[src/rtl/sram_ctrl_pkg.sv]
package sram_ctrl_pkg;

  typedef enum logic [2:0] {
    ST_IDLE,
    ST_RD_ACC,
    ST_RD_REL,
    ST_WR_SETUP,
    ST_WR_PULSE,
    ST_WR_RECOV,
    ST_TURN
  } seq_state_e;

  function automatic int unsigned cdiv(input int unsigned num, input int unsigned den);
    return (num + den - 1) / den;
  endfunction

  function automatic int unsigned max2(input int unsigned a, input int unsigned b);
    return (a > b) ? a : b;
  endfunction

  // grade-dependent nanosecond figures
  function automatic int unsigned t_cyc_ns(input int unsigned grade);
    return (grade == 85) ? 85 : 100;
  endfunction

  function automatic int unsigned t_wp_ns(input int unsigned grade);
    return (grade == 85) ? 40 : 50;
  endfunction

  function automatic int unsigned t_dsu_ns(input int unsigned grade);
    return (grade == 85) ? 35 : 40;
  endfunction

  function automatic int unsigned t_oe_ns(input int unsigned grade);
    return (grade == 85) ? 40 : 45;
  endfunction

  function automatic int unsigned t_hz_ns(input int unsigned grade);
    return (grade == 85) ? 35 : 40;
  endfunction

endpackage

[src/rtl/sram_cycle_timer.sv]
module sram_cycle_timer #(
  parameter int unsigned CNT_W = 4
) (
  input  logic             clk_i,
  input  logic             rst_ni,
  input  logic             load_i,
  input  logic [CNT_W-1:0] load_val_i,
  output logic             zero_o
);
  logic [CNT_W-1:0] cnt_q;

  always_ff @(posedge clk_i or negedge rst_ni) begin
    if (!rst_ni)          cnt_q <= '0;
    else if (load_i)      cnt_q <= load_val_i;
    else if (cnt_q != '0) cnt_q <= cnt_q - 1'b1;
  end

  assign zero_o = (cnt_q == '0);
endmodule

[src/rtl/sram_seq_fsm.sv]
module sram_seq_fsm
  import sram_ctrl_pkg::*;
#(
  parameter int unsigned CNT_W   = 4,
  parameter int unsigned RD_CYC  = 10,
  parameter int unsigned WP_CYC  = 8,
  parameter int unsigned REL_CYC = 4
) (
  input  logic             clk_i,
  input  logic             rst_ni,
  input  logic             req_valid_i,
  input  logic             req_write_i,
  input  logic             tmr_zero_i,
  output seq_state_e       nxt_state_o,
  output logic             tmr_load_o,
  output logic [CNT_W-1:0] tmr_val_o,
  output logic             accept_o,
  output logic             capture_o,
  output logic             ready_o,
  output logic             done_o
);
  seq_state_e state_q, state_d;
  logic       done_q;

  always_comb begin
    state_d    = state_q;
    tmr_load_o = 1'b0;
    tmr_val_o  = '0;
    accept_o   = 1'b0;
    capture_o  = 1'b0;
    unique case (state_q)
      ST_IDLE: if (req_valid_i) begin
        accept_o = 1'b1;
        if (req_write_i) state_d = ST_WR_SETUP;
        else begin
          state_d    = ST_RD_ACC;
          tmr_load_o = 1'b1;
          tmr_val_o  = CNT_W'(RD_CYC - 1);
        end
      end
      ST_RD_ACC: if (tmr_zero_i) begin
        state_d    = ST_RD_REL;
        capture_o  = 1'b1;
        tmr_load_o = 1'b1;
        tmr_val_o  = CNT_W'(REL_CYC - 1);
      end
      ST_RD_REL: if (tmr_zero_i) state_d = ST_IDLE;
      ST_WR_SETUP: begin
        state_d    = ST_WR_PULSE;
        tmr_load_o = 1'b1;
        tmr_val_o  = CNT_W'(WP_CYC - 1);
      end
      ST_WR_PULSE: if (tmr_zero_i) state_d = ST_WR_RECOV;
      ST_WR_RECOV: state_d = ST_TURN;
      ST_TURN:     state_d = ST_IDLE;
      default:     state_d = ST_IDLE;
    endcase
  end

  always_ff @(posedge clk_i or negedge rst_ni) begin
    if (!rst_ni) begin
      state_q <= ST_IDLE;
      done_q  <= 1'b0;
    end else begin
      state_q <= state_d;
      done_q  <= capture_o || (state_q == ST_WR_RECOV);
    end
  end

  assign nxt_state_o = state_d;
  assign ready_o     = (state_q == ST_IDLE);
  assign done_o      = done_q;

  AST_DONE_ONE_CYCLE: assert property (@(posedge clk_i) disable iff (!rst_ni)
    done_o |=> !done_o);
  AST_DONE_NOT_READY: assert property (@(posedge clk_i) disable iff (!rst_ni)
    done_o |-> !ready_o);
endmodule

[src/rtl/sram_pin_driver.sv]
module sram_pin_driver
  import sram_ctrl_pkg::*;
#(
  parameter int unsigned ADDR_W = 18,
  parameter int unsigned DATA_W = 8
) (
  input  logic              clk_i,
  input  logic              rst_ni,
  input  seq_state_e        nxt_state_i,
  input  logic              accept_i,
  input  logic              capture_i,
  input  logic [ADDR_W-1:0] req_addr_i,
  input  logic [DATA_W-1:0] req_wdata_i,
  input  logic [DATA_W-1:0] mem_dq_i,
  output logic [DATA_W-1:0] rdata_o,
  output logic [ADDR_W-1:0] mem_addr_o,
  output logic              mem_ce_n_o,
  output logic              mem_ce_o,
  output logic              mem_we_n_o,
  output logic              mem_oe_n_o,
  output logic [DATA_W-1:0] mem_dq_o,
  output logic              mem_dq_oe_o
);
  logic sel_d, we_d, oe_d, drv_d;

  // pins are registered from the next state so strobes never glitch
  always_comb begin
    sel_d = nxt_state_i inside {ST_RD_ACC, ST_WR_SETUP, ST_WR_PULSE, ST_WR_RECOV};
    we_d  = (nxt_state_i == ST_WR_PULSE);
    oe_d  = (nxt_state_i == ST_RD_ACC);
    drv_d = nxt_state_i inside {ST_WR_PULSE, ST_WR_RECOV};
  end

  always_ff @(posedge clk_i or negedge rst_ni) begin
    if (!rst_ni) begin
      mem_ce_n_o  <= 1'b1;
      mem_ce_o    <= 1'b0;
      mem_we_n_o  <= 1'b1;
      mem_oe_n_o  <= 1'b1;
      mem_dq_oe_o <= 1'b0;
    end else begin
      mem_ce_n_o  <= !sel_d;
      mem_ce_o    <= sel_d;
      mem_we_n_o  <= !we_d;
      mem_oe_n_o  <= !oe_d;
      mem_dq_oe_o <= drv_d;
    end
  end

  always_ff @(posedge clk_i or negedge rst_ni) begin
    if (!rst_ni) begin
      mem_addr_o <= '0;
      mem_dq_o   <= '0;
      rdata_o    <= '0;
    end else begin
      if (accept_i) begin
        mem_addr_o <= req_addr_i;
        mem_dq_o   <= req_wdata_i;
      end
      if (capture_i) rdata_o <= mem_dq_i;
    end
  end

  AST_ADDR_MOVES_WE_HIGH: assert property (@(posedge clk_i) disable iff (!rst_ni)
    !$stable(mem_addr_o) |-> (mem_we_n_o && $past(mem_we_n_o)));
  AST_WE_NEEDS_SELECT: assert property (@(posedge clk_i) disable iff (!rst_ni)
    !mem_we_n_o |-> (!mem_ce_n_o && mem_ce_o && mem_dq_oe_o));
  AST_OE_NEEDS_WE_HIGH: assert property (@(posedge clk_i) disable iff (!rst_ni)
    !mem_oe_n_o |-> (mem_we_n_o && !mem_ce_n_o && mem_ce_o));
  AST_NO_DRIVE_ON_READ: assert property (@(posedge clk_i) disable iff (!rst_ni)
    mem_dq_oe_o |-> mem_oe_n_o);
  AST_DATA_HELD_AFTER_WE: assert property (@(posedge clk_i) disable iff (!rst_ni)
    $rose(mem_we_n_o) |-> (mem_dq_oe_o && $stable(mem_dq_o)));
endmodule

[src/rtl/sram_async_ctrl.sv]
module sram_async_ctrl
  import sram_ctrl_pkg::*;
#(
  parameter int unsigned CLK_PERIOD_NS = 10,
  parameter int unsigned SPEED_GRADE   = 100,
  parameter int unsigned ADDR_W        = 18,
  parameter int unsigned DATA_W        = 8
) (
  input  logic              clk_i,
  input  logic              rst_ni,
  input  logic              req_valid_i,
  input  logic              req_write_i,
  input  logic [ADDR_W-1:0] req_addr_i,
  input  logic [DATA_W-1:0] req_wdata_i,
  output logic              req_ready_o,
  output logic              rsp_done_o,
  output logic [DATA_W-1:0] rsp_rdata_o,
  output logic [ADDR_W-1:0] mem_addr_o,
  output logic              mem_ce_n_o,
  output logic              mem_ce_o,
  output logic              mem_we_n_o,
  output logic              mem_oe_n_o,
  output logic [DATA_W-1:0] mem_dq_o,
  input  logic [DATA_W-1:0] mem_dq_i,
  output logic              mem_dq_oe_o
);
  localparam int unsigned RD_CYC  = max2(max2(cdiv(t_cyc_ns(SPEED_GRADE), CLK_PERIOD_NS),
                                              cdiv(t_oe_ns(SPEED_GRADE), CLK_PERIOD_NS)), 1);
  localparam int unsigned WC_CYC  = cdiv(t_cyc_ns(SPEED_GRADE), CLK_PERIOD_NS);
  localparam int unsigned WP_CYC  = max2(max2(cdiv(t_wp_ns(SPEED_GRADE), CLK_PERIOD_NS),
                                              cdiv(t_dsu_ns(SPEED_GRADE), CLK_PERIOD_NS)),
                                         max2((WC_CYC > 2) ? WC_CYC - 2 : 1, 1));
  localparam int unsigned REL_CYC = max2(cdiv(t_hz_ns(SPEED_GRADE), CLK_PERIOD_NS), 1);
  localparam int unsigned CNT_MAX = max2(max2(RD_CYC, WP_CYC), REL_CYC);
  localparam int unsigned CNT_W   = $clog2(CNT_MAX + 1);

  seq_state_e       nxt_state;
  logic             tmr_load, tmr_zero, accept, capture;
  logic [CNT_W-1:0] tmr_val;

  sram_cycle_timer #(.CNT_W(CNT_W)) u_timer (
    .clk_i      (clk_i),
    .rst_ni     (rst_ni),
    .load_i     (tmr_load),
    .load_val_i (tmr_val),
    .zero_o     (tmr_zero)
  );

  sram_seq_fsm #(
    .CNT_W   (CNT_W),
    .RD_CYC  (RD_CYC),
    .WP_CYC  (WP_CYC),
    .REL_CYC (REL_CYC)
  ) u_fsm (
    .clk_i       (clk_i),
    .rst_ni      (rst_ni),
    .req_valid_i (req_valid_i),
    .req_write_i (req_write_i),
    .tmr_zero_i  (tmr_zero),
    .nxt_state_o (nxt_state),
    .tmr_load_o  (tmr_load),
    .tmr_val_o   (tmr_val),
    .accept_o    (accept),
    .capture_o   (capture),
    .ready_o     (req_ready_o),
    .done_o      (rsp_done_o)
  );

  sram_pin_driver #(.ADDR_W(ADDR_W), .DATA_W(DATA_W)) u_pins (
    .clk_i       (clk_i),
    .rst_ni      (rst_ni),
    .nxt_state_i (nxt_state),
    .accept_i    (accept),
    .capture_i   (capture),
    .req_addr_i  (req_addr_i),
    .req_wdata_i (req_wdata_i),
    .mem_dq_i    (mem_dq_i),
    .rdata_o     (rsp_rdata_o),
    .mem_addr_o  (mem_addr_o),
    .mem_ce_n_o  (mem_ce_n_o),
    .mem_ce_o    (mem_ce_o),
    .mem_we_n_o  (mem_we_n_o),
    .mem_oe_n_o  (mem_oe_n_o),
    .mem_dq_o    (mem_dq_o),
    .mem_dq_oe_o (mem_dq_oe_o)
  );

  AST_IDLE_STANDBY: assert property (@(posedge clk_i) disable iff (!rst_ni)
    req_ready_o |-> (mem_ce_n_o && !mem_ce_o && mem_oe_n_o && mem_we_n_o && !mem_dq_oe_o));
endmodule

[config.mk]
export PLATFORM = sky130hd
export DESIGN_NAME = sram_async_ctrl
export DESIGN_NICKNAME = d
export VERILOG_FILES = /design/src/rtl/sram_ctrl_pkg.sv /design/src/rtl/sram_cycle_timer.sv /design/src/rtl/sram_seq_fsm.sv /design/src/rtl/sram_pin_driver.sv /design/src/rtl/sram_async_ctrl.sv
export SDC_FILE = /design/constraint.sdc
export NUM_CORES = 1
export LEC_CHECK = 0
export ABC_AREA = 1
export BUFFER_PORTS_ARGS = -buffer_cell sky130_fd_sc_hd__buf_2
export CORE_UTILIZATION = 43
export CTS_BUF_LIST = sky130_fd_sc_hd__clkbuf_16
export DETAILED_ROUTE_END_ITERATION = 6
export PLACE_DENSITY_LB_ADDON = 0.05
export REMOVE_ABC_BUFFERS = 1
export SLEW_MARGIN = 10
export SYNTH_ARGS = -nofsm -noshare
export SYNTH_HDL_FRONTEND = slang
export SYNTH_SLANG_ARGS = --single-unit
[constraint.sdc]
create_clock -name clk_i -period 1.4 [get_ports clk_i]
set_clock_uncertainty 0.05 [all_clocks]
set_input_delay 0.28 -clock clk_i [delete_from_list [all_inputs] [get_ports clk_i]]
set_output_delay 0.28 -clock clk_i [all_outputs]
set_load 0.02 [all_outputs]
==> key figures <==
Status
  • Status: complete, but fails checks
  • Failing checks: DRC, setup timing

Logic synthesis
  • Yosys top cell area share: 0.544
  • Most instantiated cells after synthesis: 109 x nand2_1, 44 x dfrtp_1, 15 x nand3_1, 13 x inv_1
  • Top cells by area, synth: dfrtp_1 54%, nand2_1 20%, dfstp_2 3.9%, nand3_1 3.7%, inv_1 2.4%
  • Yosys warnings: 0
  • Synth Area per Inst: 9.20 µm²
  • Post-Syn Instances: 220
  • Count of unique library cells instantiated by Yosys: 22
  • Yosys top cell by area: dfrtp_1
  • Synthesized cell area: 2020 µm²
  • Seq cells post-synth: 47
  • Asr flop ratio synth: 1.00
  • Number of synthesized flops with an enable pin: 0
  • Seq/Total Area, Yosys: 0.583
  • Most numerous cell in the Yosys netlist: nand2_1
  • Top_reg_cell synth: dfrtp_1

Clocking
  • Number of buffers created by CTS: 5
  • Root buffer cell: clkbuf_16
  • Deepest clock path buffer count: 2
  • CTS tree: done
  • Skew-Pair Late Insertion Delay: 280 ps
  • Register clock-pin slew on the reported worst setup and hold paths: 70 ps
  • Clk sinks: 47
  • CTS H-tree depth: 2

Route
  • DR WL/cell: 12.4 µm
  • Met3 routed WL: 264 µm
  • Via count: 1770
  • Metal2 WL: 2360 µm
  • Final antenna-violating net count: 0
  • DR iter-0 viols: 146
  • M1 WL: 2050 µm
  • Vias per cell: 4.63
  • DRC errors left: 14
  • Drt total wl: 4750 µm
  • Number of detailed-route iterations in the first pass: 6
  • DR top layer: met4

Place
  • DPL Wire Length: 2990 µm
  • Routability cong.: 0.805
  • Area after DPL: 2550 µm²
  • Placed instance count: 359
  • I/O Buffers: 78

Power and ir drop
  • PwrDens: 2530 nW/µm²
  • Leak: 1.69 nW
  • Final total power: 0.00758 W
  • VDD IR-drop max: 1.11 mV

Worst setup path
  • WP data arrival: 1540 ps
  • Critical path type: reg2reg
  • Setup crit end kind: flop
  • Critical Path Fanout Max: 6
  • Required time worst endpoint: 1520 ps
  • CP startpoint kind: flop

Global routing
  • Largest net degree at the start of global routing: 48
  • Global-route wire length before repair: 7370 µm
  • Initial antenna violation count: 0
  • GRT Residual Overflow: 0
  • All-layer global routing usage: 0.193
  • Vias in the first global route: 1656

Die
  • Core area: 4440 µm²
  • Chip width: 70.6 µm
  • Die Y: 70.6 µm
  • Row cnt: 24
  • Num ports: 79
  • Initial Utilization: 0.456
  • Die Footprint: 4990 µm²

Cells and area
  • Final std cells w/o fill: 382
  • Number of fill cells: 361
  • Layout cells sized above 1: 0.509
  • Post-route cell area: 2990 µm²
  • Reg area: 1180 µm²
  • ANT cells: 0
  • Area of the multi-input gates: 855 µm²
  • Area growth syn-to-layout: 47.8%
  • Final Net Count: 368

Timing
  • Max_slew headroom: 0.819
  • Sum Neg Setup Slack: -80.6 ps
  • Slew @ Worst Pin: 272 ps
  • Slew Limit Fails: 0
  • Minimum clock period: 1420 ps
  • Number of setup violations in the final report: 13
  • Final Cycle Share: 1.02
  • Final hold vios: 0
  • RSZ-0062 raised after global routing: yes
  • Final setup margin: -22.0 ps
  • FMAX: 0.703 GHz

Flow run
  • MaxCap Viol Count: 0

Hold path
  • Hold/Removal Path Class: in2reg
## report_power, final
group / switching, W / internal [W]
registers: 0.000351 / 0.00205
logic: 0.00244 / 0.00162
clock network: 0.000477 / 0.000651
total: 0.00327 / 0.00431
## logic make-up (layout without fill, tap and decap cells)
family	count (synthesis)	in the layout	share of synthesized area
simple gates	145	146	0.336
xor+xnor	1	1	0.00433
fa+ha+maj	1	1	0.00618
compound gates	5	5	0.0124
flops	47	47	0.583
buf+inv	21	130	0.0581
## repair_timing
action	CTS	global route
setup endpoints to repair	9	41
gates resized for setup	11	39
pin swaps	4	12
buffers inserted	7	3
hold buffers	1	0
cloned	1	3
hold endpoints to repair	44	0
## layer usage
layer	GRT usage	vias up
li1	-	899
met1	0.234	817
met2	0.325	48
met3	0.0598	6
met4	0.0778	0
met5	0	-
## through the flow
stage / setup WS, ps / hold WS (ps) / util
2_1_floorplan: -65.6 / -65.6 / -
3_3_place_gp: -4.38 / 233 / 0.574
3_5_place_dp: -68.2 / 231 / 0.574
4_1_cts: 0.0805 / 137 / 0.629
5_1_grt: -82.2 / 144 / 0.673
6_report: -22.0 / 138 / 0.673
## worst paths after layout
check | endpoint | startpoint | cells past startpoint | slack [ps]
min in group asynchronous | u_pins.mem_dq_o[6]$_DFFE_PN0P_ | rst_ni | 3 | 460
worst max register to register | u_pins.mem_ce_o$_DFF_PN0_ | u_timer.cnt_q[0]$_DFFE_PN0P_ | 9 | -20
worst min register to register | u_pins.mem_addr_o[6]$_DFFE_PN0P_ | u_pins.mem_addr_o[6]$_DFFE_PN0P_ | 2 | 410
worst max-delay path | u_pins.mem_ce_o$_DFF_PN0_ | u_timer.cnt_q[0]$_DFFE_PN0P_ | 9 | -20
max in group asynchronous | u_pins.mem_oe_n_o$_DFF_PN1_ | rst_ni | 3 | 550
worst min-delay path | u_pins.mem_dq_o[6]$_DFFE_PN0P_ | req_wdata_i[6] | 3 | 140
## layout make-up
| cell class | count | area share |
|---|---|---|
| inverter | 16 | 0.0242 |
| tap | 52 | 0.0217 |
| clock inverter | 3 | 0.00502 |
| timing repair inverter | 2 | 0.00753 |
| timing repair buffer | 104 | 0.219 |
| clock buffer | 5 | 0.0418 |
| sequential | 47 | 0.395 |
| multi-input combinational | 153 | 0.286 |
## layout by cell type, fill, tap and decap left out, types with 5 or more instances in the layout
| cell type | netlist | final |
|---|---|---|
| buf_2 | 0 | 77 |
| buf_4 | 3 | 18 |
| clkbuf_16 | 0 | 6 |
| dfrtp_1 | 44 | 42 |
| inv_1 | 13 | 10 |
| inv_2 | 2 | 5 |
| nand2_1 | 109 | 81 |
| nand2_2 | 3 | 27 |
| nand2_4 | 3 | 7 |
| nand3_1 | 15 | 14 |
## state kept, by name, summed over array words and instances (netlist names)
name                count
u_pins.mem_we_n_o       1
u_pins.rdata_o          8
u_pins.mem_dq_o         8
u_pins.mem_dq_oe_o      1
u_fsm.state_q           3
u_pins.mem_oe_n_o       1
u_pins.mem_addr_o      18
u_pins.mem_ce_n_o       1
u_timer.cnt_q           4
u_pins.mem_ce_o         1
u_fsm.done_o            1
## critical path, cell delays in order, from the launching register on
cell     delay [ps]
dfrtp_1         390
inv_2            80
ha_4            160
nand2_4          60
nor2_4          230
nand2_8         100
nand2_4          80
nor2_4           50
nand2_2          60
nand2_1          50
Power figures use the tool's default switching activity.
